## config.mk

```make
export PLATFORM = sky130hd
export DESIGN_NAME = mlpwm_gate_gen
export DESIGN_NICKNAME = d
export VERILOG_FILES = /design/src/rtl/mlpwm_pkg.sv /design/src/rtl/mlpwm_phase_gen.sv /design/src/rtl/mlpwm_ref_gen.sv /design/src/rtl/mlpwm_level_cmp.sv /design/src/rtl/mlpwm_state_dec.sv /design/src/rtl/mlpwm_gate_gen.sv
export SDC_FILE = /design/constraint.sdc
export NUM_CORES = 1
export LEC_CHECK = 0
export BUFFER_PORTS_ARGS = -buffer_cell sky130_fd_sc_hd__buf_4
export CAP_MARGIN = 20
export CORE_MARGIN = 3
export CORE_UTILIZATION = 52
export CTS_CLUSTER_DIAMETER = 50
export DETAILED_ROUTE_END_ITERATION = 16
export GPL_TIMING_DRIVEN = 0
export PLACE_DENSITY_LB_ADDON = 0.1
export SLEW_MARGIN = 20
export SYNTH_ARGS = -nofsm -noshare
export SYNTH_HDL_FRONTEND = slang
export SYNTH_SLANG_ARGS = --single-unit
```

## constraint.sdc

```tcl
create_clock -name clk -period 13.6 [get_ports clk]
set_clock_uncertainty 0.2 [all_clocks]
set_input_delay 0.68 -clock clk [delete_from_list [all_inputs] [get_ports clk]]
set_output_delay 0.68 -clock clk [all_outputs]
set_load 0.02 [all_outputs]
```

## src/rtl/mlpwm_pkg.sv

```systemverilog
package mlpwm_pkg;

   typedef logic [5:0] gate_t;

   // bit k-1 drives switch Sk
   localparam gate_t G_NULL_POS = 6'b001100;
   localparam gate_t G_NULL_NEG = 6'b000011;
   localparam gate_t G_NULL_BAD = 6'b110000;
   localparam gate_t G_P_V2     = 6'b100100;
   localparam gate_t G_P_V1     = 6'b010010;
   localparam gate_t G_P_SUM    = 6'b000110;
   localparam gate_t G_N_V2     = 6'b011000;
   localparam gate_t G_N_V1     = 6'b100001;
   localparam gate_t G_N_SUM    = 6'b001001;

   // Half-wave sine magnitude by rational approximation, k in [0, half_n)
   function automatic int sine_mag(input int k, input int half_n, input int peak);
      int prod;
      prod = k * (half_n - k);
      return (16 * prod * peak) / (5 * half_n * half_n - 4 * prod);
   endfunction

endpackage

```

## src/rtl/mlpwm_phase_gen.sv

```systemverilog
module mlpwm_phase_gen #(
   parameter int PH_W      = 16,
   parameter int CAR_RATIO = 39,
   parameter int TRI_W     = 6
) (
   input  logic              clk,
   input  logic              rst,
   input  logic [PH_W-1:0]   ftw,
   output logic [PH_W-1:0]   phase,
   output logic [TRI_W-1:0]  tri_val
);
   localparam logic [PH_W-1:0] RATIO_V = PH_W'(CAR_RATIO);

   logic [PH_W-1:0] car_ph;

   always_ff @(posedge clk) begin
      if (rst) phase <= '0;
      else     phase <= phase + ftw;
   end

   // carrier phase runs CAR_RATIO times faster, wrapping in step with the fundamental
   assign car_ph  = phase * RATIO_V;
   assign tri_val = car_ph[PH_W-1] ? ~car_ph[PH_W-2 -: TRI_W] : car_ph[PH_W-2 -: TRI_W];

endmodule

```

## src/rtl/mlpwm_ref_gen.sv

```systemverilog
module mlpwm_ref_gen #(
   parameter int PH_W   = 16,
   parameter int LUT_AW = 6,
   parameter int SINE_W = 10,
   parameter int MI_W   = 8,
   parameter int TRI_W  = 6,
   parameter int OFF_W  = TRI_W + 3
) (
   input  logic              clk,
   input  logic              rst,
   input  logic [PH_W-1:0]   phase,
   input  logic [TRI_W-1:0]  tri_in,
   input  logic [MI_W-1:0]   mi,
   input  logic              seven,
   output logic              neg_o,
   output logic [OFF_W-1:0]  off_o,
   output logic [TRI_W-1:0]  tri_o,
   output logic              seven_o
);
   import mlpwm_pkg::*;

   localparam int HALF   = 2 ** (LUT_AW - 1);
   localparam int BAND   = 2 ** TRI_W;
   localparam int PROD_W = SINE_W + 1 + MI_W + OFF_W;

   logic [SINE_W:0]       lut [HALF];
   logic [LUT_AW-1:0]     idx;
   logic [PROD_W-1:0]     prod;
   logic [OFF_W-1:0]      amp, mag;

   for (genvar g = 0; g < HALF; g++) begin : g_lut
      assign lut[g] = (SINE_W + 1)'(sine_mag(g, HALF, 2 ** SINE_W));
   end

   assign idx  = phase[PH_W-1 -: LUT_AW];
   assign amp  = seven ? OFF_W'(3 * BAND) : OFF_W'(2 * BAND);
   assign prod = PROD_W'(lut[idx[LUT_AW-2:0]]) * PROD_W'(mi) * PROD_W'(amp);
   assign mag  = OFF_W'(prod >> (SINE_W + MI_W));

   // datapath stage; recomputed from the cleared phase while reset is held
   always_ff @(posedge clk) begin
      neg_o   <= idx[LUT_AW-1];
      off_o   <= idx[LUT_AW-1] ? amp - mag : amp + mag;
      tri_o   <= tri_in;
      seven_o <= seven;
   end

   assert_ref_in_range_R6: assert property (@(posedge clk) disable iff (rst)
      off_o <= (seven_o ? OFF_W'(6 * BAND) : OFF_W'(4 * BAND)));

endmodule

```

## src/rtl/mlpwm_level_cmp.sv

```systemverilog
module mlpwm_level_cmp #(
   parameter int TRI_W = 6,
   parameter int OFF_W = TRI_W + 3,
   parameter int NCAR  = 6
) (
   input  logic              seven,
   input  logic [OFF_W-1:0]  off,
   input  logic [TRI_W-1:0]  tri_val,
   output logic signed [3:0] level
);
   localparam int BAND = 2 ** TRI_W;

   logic [NCAR-1:0] hit;
   logic [2:0]      cnt;

   // one comparator per carrier band; the outer pair is masked in five-level mode
   for (genvar j = 0; j < NCAR; j++) begin : g_car
      if (j >= 1 && j <= NCAR - 2) begin : g_inner
         assign hit[j] = (j <= 3 || seven) &&
                         (off > OFF_W'(j * BAND) + OFF_W'(tri_val));
      end else begin : g_outer
         assign hit[j] = (j == 0) ? (off > OFF_W'(tri_val))
                                  : (seven && (off > OFF_W'(j * BAND) + OFF_W'(tri_val)));
      end
   end

   always_comb begin
      cnt = '0;
      for (int j = 0; j < NCAR; j++) cnt = cnt + 3'(hit[j]);
   end

   assign level = $signed({1'b0, cnt}) - (seven ? 4'sd3 : 4'sd2);

endmodule

```

## src/rtl/mlpwm_state_dec.sv

```systemverilog
module mlpwm_state_dec (
   input  logic                clk,
   input  logic                rst,
   input  logic signed [3:0]   level,
   input  logic                neg,
   input  logic                seven,
   output mlpwm_pkg::gate_t    gates
);
   import mlpwm_pkg::*;

   always_ff @(posedge clk) begin
      if (rst) begin
         gates <= G_NULL_POS;
      end else begin
         case (level)
            4'sd1:   gates <= G_P_V2;
            4'sd2:   gates <= seven ? G_P_V1 : G_P_SUM;
            4'sd3:   gates <= G_P_SUM;
            -4'sd1:  gates <= G_N_V2;
            -4'sd2:  gates <= seven ? G_N_V1 : G_N_SUM;
            -4'sd3:  gates <= G_N_SUM;
            default: gates <= neg ? G_NULL_NEG : G_NULL_POS;
         endcase
      end
   end

   assert_reset_null_R1: assert property (@(posedge clk)
      rst |=> gates == G_NULL_POS);
   assert_left_single_R2: assert property (@(posedge clk) disable iff (rst)
      $countones({gates[4], gates[2], gates[0]}) == 1);
   assert_right_single_R2: assert property (@(posedge clk) disable iff (rst)
      $countones({gates[5], gates[3], gates[1]}) == 1);
   assert_no_third_null_R4: assert property (@(posedge clk) disable iff (rst)
      gates != G_NULL_BAD);
   assert_five_no_single_v1_R5: assert property (@(posedge clk) disable iff (rst)
      !$past(seven) |-> (gates != G_P_V1 && gates != G_N_V1));

endmodule

```

## src/rtl/mlpwm_gate_gen.sv

```systemverilog
module mlpwm_gate_gen #(
   parameter int PH_W      = 16,
   parameter int MI_W      = 8,
   parameter int TRI_W     = 6,
   parameter int LUT_AW    = 6,
   parameter int SINE_W    = 10,
   parameter int CAR_RATIO = 39
) (
   input  logic             clk,
   input  logic             rst,
   input  logic [PH_W-1:0]  ftw_i,
   input  logic [MI_W-1:0]  mi_i,
   input  logic             seven_i,
   output logic [5:0]       gate_o
);
   localparam int OFF_W = TRI_W + 3;
   localparam int NCAR  = 6;

   if (CAR_RATIO % 2 == 0) begin : g_bad_ratio
      $error("CAR_RATIO must be odd for half-wave symmetry");
   end
   if (TRI_W + 2 > PH_W || LUT_AW < 3 || LUT_AW > PH_W) begin : g_bad_width
      $error("phase width too small for the carrier or sine index");
   end

   logic [PH_W-1:0]   phase;
   logic [TRI_W-1:0]  tri_c, tri_q;
   logic              neg_q, seven_q;
   logic [OFF_W-1:0]  off_q;
   logic signed [3:0] level;

   mlpwm_phase_gen #(.PH_W(PH_W), .CAR_RATIO(CAR_RATIO), .TRI_W(TRI_W)) u_phase (
      .clk(clk), .rst(rst), .ftw(ftw_i), .phase(phase), .tri_val(tri_c));

   mlpwm_ref_gen #(.PH_W(PH_W), .LUT_AW(LUT_AW), .SINE_W(SINE_W), .MI_W(MI_W),
                   .TRI_W(TRI_W), .OFF_W(OFF_W)) u_ref (
      .clk(clk), .rst(rst), .phase(phase), .tri_in(tri_c), .mi(mi_i), .seven(seven_i),
      .neg_o(neg_q), .off_o(off_q), .tri_o(tri_q), .seven_o(seven_q));

   mlpwm_level_cmp #(.TRI_W(TRI_W), .OFF_W(OFF_W), .NCAR(NCAR)) u_cmp (
      .seven(seven_q), .off(off_q), .tri_val(tri_q), .level(level));

   mlpwm_state_dec u_dec (
      .clk(clk), .rst(rst), .level(level), .neg(neg_q), .seven(seven_q), .gates(gate_o));

endmodule

```

==> metrics.md <==
| Metric | Value |
|---|---|
| ANT cells | `0` |
| Port Buffers | `32` |
| All-layer global routing usage | `18.61%` |
| Critical Path End Type | `flip-flop` |
| Critical Path RT | `13,610 ps` |
| Final hold violations | `0` |
| Setup TNS Final | `0 ps` |
| CP max stage cell | `o21ai_0` |
| Final Slew Violations | `0` |
| Layout area overhead | `8.293%` |
| CP startpoint kind | `flip-flop` |
| Ys flop type | `dfxtp_1` |
| DR DRC count | `0` |
| Chip height | `134.0 µm` |
| Largest net degree at the start of global routing | `15` |
| Post-Synthesis Cells | `972` |
| Maxcap violations | `0` |
| Skew-Pair Late Insertion Delay | `290 ps` |
| Synth async-reset ratio | `0%` |
| CTS tree | `yes` |
| Routed WL | `15.98 mm` |
| Critical Path Fanout Max | `10` |
| Initial Util | `53.47%` |
| Die X | `134.0 µm` |
| WP buf/inv | `6` |
| Clock sinks | `39` |
| Largest delay contributor family on the critical path | `adder cells` |
| Grt ovf | `0` |
| Nets@finish | `1,292` |
| Dpl hpwl | `13.66 mm` |
| Unrepaired setup endpoints after global routing | `no` |
| Clock Tree Buf Depth | `2` |
| Yosys cell types | `74` |
| Row count | `46` |
| Post-CTS Setup Repair Bufs | `0` |
| Ports | `33` |
| Post-CTS resize count | `0` |
| Wire per inst | `13.01 µm` |
| Post-Syn Nets | `1,253` |
| Final setup violation count | `0` |
| # hold bufs at CTS | `0` |
| Core region area | `0.01594 mm²` |
| Fraction of layout cells with a size suffix above 1 | `7.115%` |
| Setup CP Type | `flip-flop to flip-flop` |
| Vias in the first global route | `6,261` |
| Mapped cell area | `0.008524 mm²` |
| Clock root cell | `clkbuf_16` |
| Drt pass-1 iters | `5` |
| Post-synthesis sequential area ratio | `9.159%` |
| Vias/cell | `5.199` |
| Seq cells post-synth | `39` |
| CP dominant cell by count | `ha_1` |
| Class of the worst hold path | `flip-flop to flip-flop` |
| DR iter-0 viols | `172` |
| Placer Congestion | `0.8503` |
| Die area | `0.01797 mm²` |
| Max incr delay on CP | `830 ps` |
| CTS Buf Count | `5` |
| Worst hold slack | `183.5 ps` |
| Via count | `6,384` |
| Crit path arrival time | `11,530 ps` |
| Final Cycle Share | `84.67%` |
| H-tree depth | `2` |
| Fmax | `86.84 MHz` |
| Slew margin rel. | `29.76%` |
| Tmin final | `11,520 ps` |
| Post-synth EDFFs | `0` |
| Antenna-violating nets left | `0` |
| Status | `finished, final reports clean` |
| Initial antenna violation count | `0` |
| First-pass GRT wire length | `28.70 mm` |
| Clk slew on worst S/H paths | `70 ps` |
| Synth Area per Inst | `8.770 µm²` |
| Yosys warning total | `0` |
| Slew @ Worst Pin | `1043 ps` |
==> cell usage after synthesis, drive strengths merged, types with 5 or more instances <==
master  count  area, µm²
nor4        5      37.53
nor3       18      90.09
a21o        9      75.07
fa         81       1622
nand2      62      232.7
a21boi      6      45.05
nand2b     12      75.07
or3         9      56.30
and2       58      365.3
a31oi       8      50.05
a211oi      6      57.56
o211ai      6      58.81
nor2       43      161.4
nor2b      31      193.9
ha        173       2165
inv       153      574.3
and3        7      48.80
dfxtp      39      780.8
mux2i       8      80.08
nand3       6      30.03
o21a       10      75.07
a21oi      38      190.2
clkbuf     17      63.81
o21ai      32      160.2
buf        12      65.06
xnor2      48      420.4
xor2       21      198.9
==> flip-flops by register name, indices dropped and copies added (netlist names) <==
| name | count |
|---|---|
| u_ref.seven_o | 1 |
| u_ref.neg_o | 1 |
| u_ref.off_o | 9 |
| u_ref.tri_o | 6 |
| u_dec.gates | 6 |
| u_phase.phase | 16 |
==> path summary, 6_finish.rpt <==
path         slack (ps)  cells past startpoint                          from                     end
min reg2reg         180                      0  u_phase.phase[15]$_SDFF_PP0_     u_ref.neg_o$_DFF_P_
min                 180                      0  u_phase.phase[15]$_SDFF_PP0_     u_ref.neg_o$_DFF_P_
max                2080                     43  u_phase.phase[10]$_SDFF_PP0_  u_ref.off_o[8]$_DFF_P_
max reg2reg        2080                     43  u_phase.phase[10]$_SDFF_PP0_  u_ref.off_o[8]$_DFF_P_
==> layout by cell type, fill, tap and decap left out, drive strengths merged, types with 4 or more instances in the layout <==
| cell type | instances |
|---|---|
| inv | 154 |
| nor3 | 18 |
| a21oi | 38 |
| a21boi | 6 |
| or2 | 4 |
| clkbuf | 22 |
| nor2b | 31 |
| nor2 | 43 |
| a21o | 9 |
| a211oi | 6 |
| and3 | 7 |
| o211ai | 6 |
| nand2b | 12 |
| nand3 | 6 |
| mux2i | 8 |
| o21a | 10 |
| o21bai | 4 |
| and2 | 58 |
| a31oi | 8 |
| or3 | 9 |
| ha | 173 |
| buf | 44 |
| xnor2 | 48 |
| nor4 | 5 |
| nand2 | 62 |
| fa | 81 |
| mux4 | 4 |
| dfxtp | 39 |
| o21ai | 32 |
| a2111oi | 4 |
| xor2 | 21 |
==> metrics by stage <==
stage | cells | setup slack [ps] | area [µm²] | util (%)
6_report | 1228 | 2085 | 9231 | 57.90
5_1_grt | 1228 | 1281 | 9231 | 57.90
4_1_cts | 1228 | 2025 | 9231 | 57.90
3_5_place_dp | 1220 | 2098 | 9035 | 56.67
3_3_place_gp | 1220 | 2154 | 9035 | 56.67
2_1_floorplan | 972 | 3752 | 8524 | -
==> kinds of logic (layout without fill, tap and decap cells) <==
family / count (synthesis) / in the layout / share of synthesized area, %
flip-flops: 39 / 39 / 9.159
AND/OR/NAND/NOR: 269 / 269 / 16.81
multiplexers: 15 / 15 / 2.393
AO/OA/AOI/OAI: 144 / 144 / 11.71
XOR/XNOR: 69 / 69 / 7.265
adder cells (fa/ha/maj): 254 / 254 / 44.42
buffers and inverters: 182 / 222 / 8.249
==> layer usage <==
metal	vias to the layer above	track usage (%)	part of all wire, %
met3	11	1.538	2.0
met4	0	2.432	0.84
met5	-	0	0
met1	3017	27.46	50
li1	3302	-	-
met2	54	30.80	47
==> area by class of cell <==
type	instances	area, µm²
Buffer	29	128.9
Tap cell	216	270.3
Timing Repair Buffer	32	240.2
Clock buffer	5	125.1
Clock inverter	3	71.32
Multi-Input combinational cell	751	7041
Fill cell	1504	6711
Sequential cell	39	780.7
Inverter	153	574.3
Power is left out: the tool's default activity adds up to more than one toggle a clock period on the data nets, which glitch-free logic cannot reach.
